==> config.mk <==
export PLATFORM = sky130hd
export DESIGN_NAME = psw_irq_gate
export DESIGN_NICKNAME = d
export VERILOG_FILES = /design/src/rtl/psw_pkg.sv /design/src/rtl/psw_ctrl.sv /design/src/rtl/psw_datapath.sv /design/src/rtl/psw_irq_gate.sv
export SDC_FILE = /design/constraint.sdc
export NUM_CORES = 1
export LEC_CHECK = 0
export CORE_MARGIN = 3
export CORE_UTILIZATION = 30
export DETAILED_ROUTE_END_ITERATION = 16
export GPL_TIMING_DRIVEN = 0
export PLACE_DENSITY_LB_ADDON = 0.25
export SLEW_MARGIN = 15
export SYNTH_ARGS = -nofsm -noshare
export SYNTH_HDL_FRONTEND = slang
export SYNTH_HIERARCHICAL = 1
export SYNTH_SLANG_ARGS = --single-unit
==> constraint.sdc <==
create_clock -name clk -period 1.6 [get_ports clk]
set_input_delay 0.16 -clock clk [delete_from_list [all_inputs] [get_ports clk]]
set_output_delay 0.16 -clock clk [all_outputs]
set_load 0.02 [all_outputs]
==> src/rtl/psw_pkg.sv <==
package psw_pkg;
  localparam int WORD_W  = 16;
  localparam int CARRY_B = 0;
  localparam int DEBUG_B = 1;
  localparam int ZERO_B  = 2;
  localparam int SIGN_B  = 3;
  localparam int BANK_B  = 4;
  localparam int OVF_B   = 5;
  localparam int IEN_B   = 6;
  localparam int STACK_B = 7;
  localparam int LVL_LO  = 12;
  localparam int LVL_W   = 3;
  localparam int LVL_HI  = LVL_LO + LVL_W - 1;
  localparam logic [WORD_W-1:0] LIVE_MASK = 16'h70FF;

  typedef struct packed {
    logic ldAlu;
    logic ldWord;
    logic ackTake;
    logic clrStack;
  } flagStrobe_t;
endpackage

==> src/rtl/psw_ctrl.sv <==
module psw_ctrl
  import psw_pkg::*;
#(
  parameter int VEC_W         = 6,
  parameter int LEVEL_W       = LVL_W,
  parameter int STACK_VEC_LIM = 32
) (
  input  logic               clk,
  input  logic               rstN,
  input  logic               aluStrobe,
  input  logic               wrEn,
  input  logic               swReq,
  input  logic [VEC_W-1:0]   swVector,
  input  logic               hwReq,
  input  logic [LEVEL_W-1:0] hwLevel,
  input  logic               ieFlag,
  input  logic [LEVEL_W-1:0] curLevel,
  output flagStrobe_t        strobes,
  output logic               acceptPulse
);
  localparam int VEC_CNT = 1 << VEC_W;
  localparam logic [VEC_W:0] STACK_LIM = (STACK_VEC_LIM > VEC_CNT) ?
                                         (VEC_W+1)'(VEC_CNT) : (VEC_W+1)'(STACK_VEC_LIM);

  logic swTake;
  logic hwTake;
  logic lowVector;

  always_comb begin
    swTake    = swReq;
    hwTake    = hwReq && ieFlag && (hwLevel > curLevel) && !swReq;
    lowVector = {1'b0, swVector} < STACK_LIM;
    strobes.ldAlu    = aluStrobe;
    strobes.ldWord   = wrEn;
    strobes.ackTake  = swTake || hwTake;
    strobes.clrStack = hwTake || (swTake && lowVector);
  end

  always_ff @(posedge clk) begin
    if (!rstN) acceptPulse <= 1'b0;
    else       acceptPulse <= swTake || hwTake;
  end

  // a pulse without a software request traces back to a qualified hardware request
  p_hw_gate_r5: assert property (@(posedge clk) disable iff (!rstN)
    (acceptPulse && !$past(swReq)) |->
      ($past(hwReq) && $past(ieFlag) && ($past(hwLevel) > $past(curLevel))));

  // software requests are never masked
  p_sw_taken_r4: assert property (@(posedge clk) disable iff (!rstN)
    swReq |=> acceptPulse);

  // no request of either kind, no pulse
  p_no_req_r4: assert property (@(posedge clk) disable iff (!rstN)
    (!swReq && !hwReq) |=> !acceptPulse);
endmodule

==> src/rtl/psw_datapath.sv <==
module psw_datapath
  import psw_pkg::*;
#(
  parameter int DATA_W = 16
) (
  input  logic              clk,
  input  logic              rstN,
  input  flagStrobe_t       strobes,
  input  logic [DATA_W-1:0] aluResult,
  input  logic              aluCarry,
  input  logic              aluOverflow,
  input  logic [WORD_W-1:0] wrData,
  output logic [WORD_W-1:0] flagWord
);
  localparam int SIGN_POS = DATA_W - 1;

  logic [WORD_W-1:0] flagReg;
  logic [WORD_W-1:0] flagNext;
  logic              resZero;

  assign resZero = (aluResult == '0);

  always_comb begin
    flagNext = flagReg;
    if (strobes.ldAlu) begin
      flagNext[CARRY_B] = aluCarry;
      flagNext[OVF_B]   = aluOverflow;
      flagNext[ZERO_B]  = resZero;
      flagNext[SIGN_B]  = aluResult[SIGN_POS];
    end
    if (strobes.ldWord) flagNext = wrData;
    if (strobes.ackTake)  flagNext[IEN_B]   = 1'b0;
    if (strobes.clrStack) flagNext[STACK_B] = 1'b0;
    flagNext = flagNext & LIVE_MASK;
  end

  always_ff @(posedge clk) begin
    if (!rstN) flagReg <= '0;
    else       flagReg <= flagNext;
  end

  assign flagWord = flagReg;

  // dead bit positions never hold a one
  p_dead_bits_r3: assert property (@(posedge clk) disable iff (!rstN)
    (flagReg & ~LIVE_MASK) == '0);

  // acknowledge always leaves interrupts disabled
  p_ack_clears_ien_r6: assert property (@(posedge clk) disable iff (!rstN)
    $past(strobes.ackTake) |-> !flagReg[IEN_B]);

  // zero flag tracks the ALU result when no write competes
  p_zero_flag_r2: assert property (@(posedge clk) disable iff (!rstN)
    $past(strobes.ldAlu && !strobes.ldWord) |->
      (flagReg[ZERO_B] == ($past(aluResult) == '0)));

  // a write carries the written priority level through
  p_write_level_r3: assert property (@(posedge clk) disable iff (!rstN)
    $past(strobes.ldWord) |-> (flagReg[LVL_HI:LVL_LO] == $past(wrData[LVL_HI:LVL_LO])));
endmodule

==> src/rtl/psw_irq_gate.sv <==
module psw_irq_gate
  import psw_pkg::*;
#(
  parameter int DATA_W        = 16,
  parameter int VEC_W         = 6,
  parameter int STACK_VEC_LIM = 32
) (
  input  logic              clk,
  input  logic              rstN,
  input  logic              aluStrobe,
  input  logic [DATA_W-1:0] aluResult,
  input  logic              aluCarry,
  input  logic              aluOverflow,
  input  logic              wrEn,
  input  logic [15:0]       wrData,
  input  logic              swReq,
  input  logic [VEC_W-1:0]  swVector,
  input  logic              hwReq,
  input  logic [2:0]        hwLevel,
  output logic [15:0]       flagWord,
  output logic              acceptPulse,
  output logic              stackUser
);
  flagStrobe_t strobes;

  psw_ctrl #(
    .VEC_W(VEC_W), .LEVEL_W(LVL_W), .STACK_VEC_LIM(STACK_VEC_LIM)
  ) u_ctrl (
    .clk(clk), .rstN(rstN),
    .aluStrobe(aluStrobe), .wrEn(wrEn),
    .swReq(swReq), .swVector(swVector),
    .hwReq(hwReq), .hwLevel(hwLevel),
    .ieFlag(flagWord[IEN_B]), .curLevel(flagWord[LVL_HI:LVL_LO]),
    .strobes(strobes), .acceptPulse(acceptPulse)
  );

  psw_datapath #(.DATA_W(DATA_W)) u_data (
    .clk(clk), .rstN(rstN), .strobes(strobes),
    .aluResult(aluResult), .aluCarry(aluCarry), .aluOverflow(aluOverflow),
    .wrData(wrData), .flagWord(flagWord)
  );

  assign stackUser = flagWord[STACK_B];

  // a high software vector with no write leaves stack select alone
  p_high_vec_keeps_stack_r7: assert property (@(posedge clk) disable iff (!rstN)
    ($past(swReq) && ({1'b0, $past(swVector)} >= (VEC_W+1)'(STACK_VEC_LIM)) && !$past(wrEn)) |->
      (flagWord[STACK_B] == $past(flagWord[STACK_B])));

  // every pulse sees the enable bit already low
  p_pulse_ien_low_r6: assert property (@(posedge clk) disable iff (!rstN)
    acceptPulse |-> !flagWord[IEN_B]);
endmodule

==> results by group, run 1 <==
Placement
  – Placer Congestion: 0.582
  – Buffers on Ports: 49
  – DPL Wire Length: 1520 um

Global route
  – Pin count of the biggest net entering global routing: 11
  – Vias in the first global route: 663
  – Initial antenna violation count: 0
  – First-pass GRT wire length: 2630 um
  – Gr ovfl total: 0
  – GRT Overall Usage: 0.123

Floorplan
  – Chip Width: 54.6 um
  – Initial Utilization: 0.337
  – Core area: 2100 um2
  – I/O pin count: 67
  – Full die area: 2980 um2
  – Core Rows: 16
  – Die height: 54.6 um

Synth
  – Synth top area share: 0.339
  – Main combinational cell family by area after synthesis: simple AND/OR/NAND/NOR gates
  – Count of different cell masters after synthesis: 23
  – Syn Area/Cell: 9.33 um2
  – Netlist Area Pre-Place: 709 um2
  – Area fraction in compound gates after synthesis: 0.0758
  – Post-synthesis mux area share: 0.155
  – Seq/Total Area, Yosys: 0.339
  – Leading post-synthesis cells by cell area: dfxtp_1 (34%), mux2i_1 (16%), buf_4 (9.5%)
  – Syn. warnings: 6
  – XOR/XNOR Fraction of Synth Area: 0
  – Syn Inst Count: 76
  – Post-Synth Simple-Gate Area: 0.228
  – Yosys reg bits: 12
  – Post-synthesis adder-cell area fraction: 0.0529
  – Leading area contributor after synthesis: dfxtp_1

CTS
  – CTS clock-pin slew for the worst setup and hold paths: 0.07 ns
  – Worst skew pair latency: 0.26 ns
  – Clock Sinks: 12
  – Post-CTS Resized: 0
  – Hold_buf cts: 0
  – CTS H-tree lvls: 1
  – CTS tree: done
  – Deepest clock path buffer count: 2
  – Setup repair bufs after CTS: 0
  – CTS buffer count: 3
  – Root buffer cell: clkbuf_4

Cells and area
  – Commonest non-fill, non-tap cells in the layout: clkdlybuf4s50_1 (49), dfxtp_1 (12), mux2i_1 (11)
  – Share of post-route cells with drive strength above 1: 0.121
  – Final #Nets: 186
  – Commonest non-fill, non-tap cell in the layout: clkdlybuf4s50_1
  – Area Overhead vs Synth: 79.2%
  – Diodes inserted: 0

STA
  – RSZ-0062 raised after global routing: false
  – Final Hold Viols: 0
  – Slew Viols, Final: 0
  – Hold WS: 0.320 ns
  – Clk_skew: 0.000215 ns
  – Final setup fails: 0
  – Final Cycle Share: 0.919
  – Crit path time final: 1.47 ns
  – Setup TNS: 0 ns
  – Peak Freq: 680 MHz

Worst setup path
  – CP peak stage delay: 0.59 ns
  – Crit start category: flip-flop
  – Worst path cell trace: buf_4 -> clkdlybuf4s50_1
  – WP data required: 1.44 ns
  – Worst-path maximum fanout: 3
  – Crit. Startpoint: u_data/flagWord[7]
  – Crit-path slowest cell: clkdlybuf4s50_1
  – Kind of end point of the critical path: output pin
  – Critical path class: reg -> out
  – Reg-to-reg startpoint: u_data/flagWord[13]
  – Crit path DAT: 1.31 ns

Power
  – Power share of the clock group: 0.237
  – Internal power: 0.000562 W
  – Sequential Power Share: 0.428
  – Comb pwr share: 0.335
  – Switching Power: 0.000197 W
  – Switching share of power: 0.259
  – Worst VDD drop: 420 uV
  – PD cells: 597 nW/um2
  – P_leak: 0.537 nW

Drt
  – Initial DRC Count: 6
  – Via count: 702
  – Drt via density: 4.42
  – Drt drc: 0
  – WL final: 1790 um
  – Antenna viol nets, final: 0
  – Avg WL per Cell: 11.3 um
  – Router iterations before antenna repair: 3

Min path
  – Hold Startpoint: wrEn
  – Hold Path Class: in -> reg

Flow run
  – Number of max-cap violations: 0

Run status
  – Run status: finished clean
## logic make-up (layout without fill, tap and decap cells)
group / Yosys count / in the layout
AND/OR/NAND/NOR: 25 / 25
buffers and inverters: 16 / 68
flip-flops: 12 / 12
multiplexers: 11 / 11
AO/OA/AOI/OAI: 8 / 8
adder cells (fa/ha/maj): 3 / 3
other: 1 / 5
## path summary, 6_finish.rpt
path                             end  depth (start not counted)  slack [ns]
hold reg to reg   u_data/flagWord[1]                          2        0.52
setup reg to reg  u_data/flagWord[7]                          6        0.15
hold / removal    u_data/flagWord[1]                          4        0.32
setup / recovery           stackUser                          2        0.13
## synth_stat cells, drive strengths merged
master and n:
a211o 1, a21boi 1, a21oi 1, and2 4
and3 1, buf 11, clkbuf 1, conb 1
dfxtp 12, ha 3, inv 4, mux2i 11
nand2 6, nand3b 1, nand4 1, nor2b 5
nor3b 3, nor4 4, o21ai 4, o31ai 1
## state kept, by name, indices dropped and copies added (netlist names)
signal / count
u_data/flagWord: 11
u_ctrl/acceptPulse: 1
## critical path, delay by kind of cell, from the launching register on
kind | cells | cell delay (ns)
buffers and inverters | 2 | 0.70
flip-flops | 1 | 0.35
## power groups by stage
stage               combinational, W  clock [W]  sequential (W)
floorplan                  0.0000942          0        0.000353
global placement            0.000251          0        0.000331
detailed placement          0.000256          0        0.000332
CTS                         0.000257   0.000190        0.000325
global route                0.000276   0.000199        0.000327
finish                      0.000254   0.000180        0.000325
## metrics by stage
stage               total power [W]   util  cell area, um2  setup slack, ns  instances
floorplan                  0.000447      -             724            0.126         80
global placement           0.000583  0.594            1250          -0.0891        156
detailed placement         0.000588  0.594            1250           -0.105        156
CTS                        0.000772  0.605            1270            0.115        159
global route               0.000802  0.605            1270           0.0331        159
finish                     0.000758  0.605            1270            0.130        159
## layer usage
metal / part of all wire / vias to the layer above / track usage
met2: 0.46 / 40 / 0.219
met4: 0.0078 / 0 / 0.0622
met3: 0.15 / 2 / 0.0381
li1: - / 362 / -
met1: 0.39 / 298 / 0.128
met5: 0 / - / 0
## final cells by class
class | instances | area [um2]
repair buffers | 49 | 490
fillers | 191 | 831
multi-input cells | 52 | 382
clock buffers | 3 | 22.5
well taps | 27 | 33.8
flip-flops and latches | 12 | 240
plain buffers | 12 | 87.6
inverters | 4 | 15.0
No activity file was read; power rests on OpenSTA's default activity.
==> run 2, diff against run 1 <==
Settings changed: CELL_PAD_IN_SITES_DETAIL_PLACEMENT set to 1, CELL_PAD_IN_SITES_GLOBAL_PLACEMENT set to 1, CORE_UTILIZATION 30 to 19, GPL_ROUTABILITY_DRIVEN set to 0, HOLD_SLACK_MARGIN set to 0.15.
==> run 2 against run 1 <==
- die area rose by 51%
- global-route usage shrank 3.0 points
- power is 21% higher
- critical path type is now in -> reg
- via count grew 3.1%
- hold slack gained 0.033 ns
- flip-flop and latch count unchanged
- maximum frequency is 0.21% lower
- clock skew grew 0.0010 ns
- clock power increased by 86%
- first-iteration DRC count is 33% lower
- non-clock buffer count unchanged
==> results by group, run 2 (synthesized netlist as in run 1, its figures left out) <==
Global route
  – Gr ovfl total: 0
  – Pin count of the biggest net entering global routing: 11
  – Initial antenna violation count: 0
  – GRT Overall Usage: 0.0928
  – Grt met1 use: 0.123
  – Met3 global-route usage: 0.0337
  – First-pass GRT wire length: 3170 um
  – Global route hottest layer: met2
  – Vias in the first global route: 700
  – M2 GR Usage: 0.142

Power
  – Internal power: 0.000693 W
  – P_leak: 0.552 nW
  – Worst VDD drop: 254 uV
  – Switching share of power: 0.245
  – Comb pwr share: 0.280
  – Switching Power: 0.000225 W
  – Sequential Power Share: 0.356
  – Power share of the clock group: 0.364
  – PD cells: 691 nW/um2

Floorplan
  – Core area: 3470 um2
  – Core Rows: 21
  – Chip Width: 67.1 um
  – I/O pin count: 67
  – Die height: 67.1 um
  – Full die area: 4500 um2
  – Initial Utilization: 0.205

Drt
  – Via count: 724
  – WL final: 2150 um
  – Drt drc: 0
  – Initial DRC Count: 4
  – Antenna viol nets, final: 0
  – Router iterations before antenna repair: 2
  – Drt via density: 4.04
  – Avg WL per Cell: 12.0 um

STA
  – Setup TNS: 0 ns
  – Final WS setup: 0.127 ns
  – Final Cycle Share: 0.921
  – Crit path time final: 1.47 ns
  – Slew Viols, Final: 0
  – Final setup fails: 0
  – Peak Freq: 679 MHz
  – Clk_skew: 0.00121 ns
  – Final Hold Viols: 0
  – RSZ-0062 raised after global routing: false

CTS
  – CTS tree: done
  – Setup repair bufs after CTS: 0
  – Root buffer cell: clkbuf_8
  – CTS clock-pin slew for the worst setup and hold paths: 0.06 ns
  – CTS H-tree lvls: 1
  – Hold_buf cts: 0
  – CTS buffer count: 3
  – Deepest clock path buffer count: 2
  – Worst skew pair latency: 0.24 ns
  – Post-CTS Resized: 0
  – Clock Sinks: 12

Cells and area
  – Commonest non-fill, non-tap cells in the layout: clkdlybuf4s50_1 (49), dfxtp_1 (12), mux2i_1 (11)
  – Final #Nets: 186
  – Final core occ: 0.383
  – Area Overhead vs Synth: 87.1%
  – Commonest non-fill, non-tap cell in the layout: clkdlybuf4s50_1
  – Non-filler cells, final: 179
  – Sequential cell area: 240 um2
  – Diodes inserted: 0
  – Largest register FFs: 11
  – Share of post-route cells with drive strength above 1: 0.128
  – Layout Cell Area excl Fill: 1330 um2
  – Multi-input gate area: 382 um2
  – Fillcell total: 420

Worst setup path
  – Crit-path slowest cell: clkdlybuf4s50_1
  – Crit path DAT: 1.60 ns
  – Kind of end point of the critical path: flip-flop
  – CP bufs+invs: 2
  – Worst-path maximum fanout: 3
  – CP peak stage delay: 0.45 ns
  – WP data required: 1.73 ns
  – Critical path class: in -> reg
  – Crit path max-delay family: buffers and inverters
  – Crit start category: input pin
  – Worst path cell trace: clkdlybuf4s50_1 -> inv_1 -> ha_1 -> and3_1 -> a211o_1 -> mux2i_1 -> nor3b_1

Placement
  – DPL Wire Length: 1770 um
  – Inst Count DP: 175
  – Placement Cell Area: 1270 um2
  – Buffers on Ports: 49
  – Setup WS pre-CTS: -0.135 ns

Flow run
  – Number of max-cap violations: 0

Run status
  – Run status: finished clean

Min path
  – Hold Path Class: in -> reg
==> run 2: cell types whose count changed in the layout (fill, tap and decap cells not counted) <==
cell,change
clkbuf_8,+4
clkbuf_4,-3
==> run 2: worst paths after layout <==
check | cells after the start | endpoint | from | slack, ns
max reg2reg | 6 | u_data/flagWord[7] | u_data/flagWord[14] | 0.15
max | 7 | u_data/flagWord[7] | hwLevel[0] | 0.13
min | 4 | u_data/flagWord[14] | wrEn | 0.35
min reg2reg | 2 | u_data/flagWord[1] | u_data/flagWord[1] | 0.52
==> run 2: metal layers <==
layer / wire (um) / vias to the layer above
met5: 0 / -
met4: 0 / 0
met3: 237 / 0
met2: 946 / 39
met1: 964 / 327
li1: - / 358
==> run 2: area by class of cell <==
cell class	instances	area share
Sequential cell	12	0.181
Tap cell	46	0.0434
Inverter	4	0.0113
Clock buffer	4	0.0415
Buffer	12	0.0660
Timing Repair Buffer	49	0.369
Multi-Input combinational cell	52	0.287
==> run 2: power groups by stage <==
stage	clock [W]	combinational (W)	sequential, W
after CTS	0.000353	0.000261	0.000326
after global placement	0	0.000255	0.000332
after detailed placement	0	0.000260	0.000333
after floorplan	0	0.0000942	0.000353
final	0.000334	0.000257	0.000326
after global routing	0.000370	0.000278	0.000329
==> run 2: stage by stage <==
step	total power, W	hold WS (ns)
floorplan	0.000447	0.257
global placement	0.000587	0.502
detailed placement	0.000593	0.520
CTS	0.000941	0.355
global route	0.000977	0.369
finish	0.000918	0.353
==> run 2: worst min-delay path, delay by kind of cell <==
family,cells,cell delay [ns]
buf+inv,2,0.22
mux,1,0.08
simple gates,1,0.09
==> run 3, diff against run 2 <==
Settings changed: ABC_AREA set to 1, CORE_UTILIZATION 19 to 18.
==> run 3 against run 2 <==
- sequential power up 1%
- hold slack got worse by 0.068 ns
- synthesized cell count grew 39%
- final area grew 1.3%
- combinational power is 7% higher
- final cell count grew 18%
- worst setup slack better by 0.016 ns
- first-iteration DRC count rose to 3.0 times the previous value
- via count increased by 15%
- flip-flop and latch count did not move
- utilization decreased by 2.3 points
- largest cell class unchanged
==> results by group, run 3 <==
Worst setup path
  – Kind of end point of the critical path: flip-flop
  – Critical R2R Capture: u_data/flagWord[7]
  – Crit-path slowest cell: dfxtp_2
  – Reg-to-reg slack, setup: 0.14 ns
  – Crit start category: flip-flop
  – WP data required: 1.75 ns
  – Worst Reg2Reg Path Length in Cells: 7
  – Crit path DAT: 1.61 ns
  – Worst path cell trace: inv_1 -> ha_1 -> a21oi_2 -> nand2_1 -> nand3_1 -> o21ai_0 -> nor4_2
  – Critical path class: reg -> reg
  – Worst-path maximum fanout: 3
  – CP peak stage delay: 0.34 ns
  – Reg-to-reg startpoint: u_data/flagWord[14]

CTS
  – Root buffer cell: clkbuf_8
  – Setup repair bufs after CTS: 0
  – Hold_buf cts: 0
  – Deepest clock path buffer count: 2
  – Worst skew pair latency: 0.24 ns
  – CTS H-tree lvls: 1
  – CTS tree: done
  – CTS buffer count: 3
  – CTS clock-pin slew for the worst setup and hold paths: 0.05 ns
  – Post-CTS Resized: 0
  – Clock Sinks: 12

Flow run
  – Number of max-cap violations: 0

Floorplan
  – Core Rows: 22
  – Die height: 69.2 um
  – Initial Utilization: 0.192
  – Core area: 3740 um2
  – Full die area: 4790 um2
  – Chip Width: 69.2 um
  – I/O pin count: 67

Placement
  – Inst Count DP: 207
  – DPL Wire Length: 2110 um
  – Buffers on Ports: 49

Min path
  – Hold Startpoint: wrEn
  – Hold Path Class: in -> reg
  – Cell depth of the worst hold path: 3
  – Worst hold endpoint: u_data/flagWord[7]

Drt
  – WL final: 2450 um
  – Initial DRC Count: 12
  – Avg WL per Cell: 11.6 um
  – Antenna viol nets, final: 0
  – Drt via density: 3.96
  – Via count: 835
  – Router iterations before antenna repair: 4
  – Drt drc: 0

STA
  – Final setup fails: 0
  – Setup TNS: 0 ns
  – Crit path time final: 1.46 ns
  – Slew Viols, Final: 0
  – Clk_skew: 0.00231 ns
  – Final Cycle Share: 0.911
  – Final Hold Viols: 0
  – Hold WS: 0.285 ns
  – Peak Freq: 686 MHz
  – RSZ-0062 raised after global routing: false

Synth
  – Primary FF master, synth: dfxtp_1
  – Count of different cell masters after synthesis: 18
  – Async S/R FF share, synth: 0
  – Leading area contributor after synthesis: dfxtp_1
  – EDFF count, synth: 0
  – Most numerous cell in the Yosys netlist: nor2_1
  – Yosys reg bits: 12
  – Syn Inst Count: 106
  – Syn Area/Cell: 6.79 um2
  – Synth top area share: 0.334
  – Seq/Total Area, Yosys: 0.334
  – Most common library cells after synthesis: nor2_1 (25), nand2_1 (17), dfxtp_1 (12)
  – Leading post-synthesis cells by cell area: dfxtp_1 (33%), nor2_1 (13%), nand2_1 (8.9%)
  – Netlist Area Pre-Place: 719 um2
  – Syn. warnings: 6

Global route
  – Vias in the first global route: 888
  – First-pass GRT wire length: 3990 um
  – Initial antenna violation count: 0
  – Gr ovfl total: 0
  – GRT Overall Usage: 0.102
  – Pin count of the biggest net entering global routing: 11

Cells and area
  – Final #Nets: 216
  – Diodes inserted: 0
  – Share of post-route cells with drive strength above 1: 0.141
  – Commonest non-fill, non-tap cell in the layout: clkdlybuf4s50_1
  – Commonest non-fill, non-tap cells in the layout: clkdlybuf4s50_1 (49), nor2_1 (25), nand2_1 (17)
  – Area Overhead vs Synth: 87.0%
  – Largest register FFs: 11
  – Non-filler cells, final: 211
  – Fillcell total: 474

Power
  – Worst VDD drop: 324 uV
  – PD cells: 696 nW/um2
  – Total power: 0.000936 W
  – P_leak: 0.604 nW

Run status
  – Run status: finished clean
run 3: layout make-up:
cell class	instances	area (um2)	share of cell area
Buffer	11	87.6	0.0651
Tap cell	48	60.1	0.0447
Inverter	13	48.8	0.0363
Clock buffer	4	55.1	0.0409
Multi-Input combinational cell	74	362	0.269
Sequential cell	12	241	0.180
Timing Repair Buffer	49	490	0.365
run 3: stage by stage:
| stage | area, um2 | worst slack, ns | utilization |
|---|---|---|---|
| after floorplan | 734 | 0.134 | - |
| after global placement | 1280 | -0.0312 | 0.343 |
| after detailed placement | 1280 | -0.0929 | 0.343 |
| after CTS | 1340 | 0.0823 | 0.358 |
| after global routing | 1350 | 0.0309 | 0.359 |
| final | 1350 | 0.143 | 0.359 |
run 3: per-layer routing:
metal	up-vias	GRT usage	wire [um]
li1	430	-	-
met3	2	0.0290	97
met4	0	0.0260	20
met2	22	0.198	1390
met1	381	0.106	943
met5	-	0	0
run 3: cells by family (layout without fill, tap and decap cells):
logic type,after synthesis,after routing,synth area share
AND/OR/NAND/NOR,56,56,0.341
buffers and inverters,24,77,0.190
flip-flops,12,12,0.334
AO/OA/AOI/OAI,10,10,0.0783
adder cells (fa/ha/maj),3,3,0.0522
other,1,5,0.00521
run 3: worst max path at each step:
| stage | slack, ns | to | depth (start not counted) | startpoint |
|---|---|---|---|---|
| 3_5_place_dp | -0.09 | u_data/flagWord[7] | 7 | hwLevel[2] |
| 4_1_cts | 0.08 | u_data/flagWord[7] | 7 | u_data/flagWord[14] |
| 3_3_place_gp | -0.03 | u_data/flagWord[7] | 7 | hwLevel[2] |
| 6_report | 0.14 | u_data/flagWord[7] | 7 | u_data/flagWord[14] |
| 2_1_floorplan | 0.13 | u_data/flagWord[7] | 7 | u_data/flagWord[14] |
| 5_1_grt | 0.03 | u_data/flagWord[7] | 7 | u_data/flagWord[14] |
run 3: critical path: cells and delay by family (launching register included):
family | cells | cell delay (ns)
fa+ha+maj | 1 | 0.31
simple gates | 3 | 0.45
buf+inv | 1 | 0.05
flops | 1 | 0.34
compound gates | 2 | 0.23
run 3: report_power, final:
group          internal, W  switching (W)
logic             0.000160       0.000117
registers         0.000319      0.0000114
clock network     0.000217       0.000112
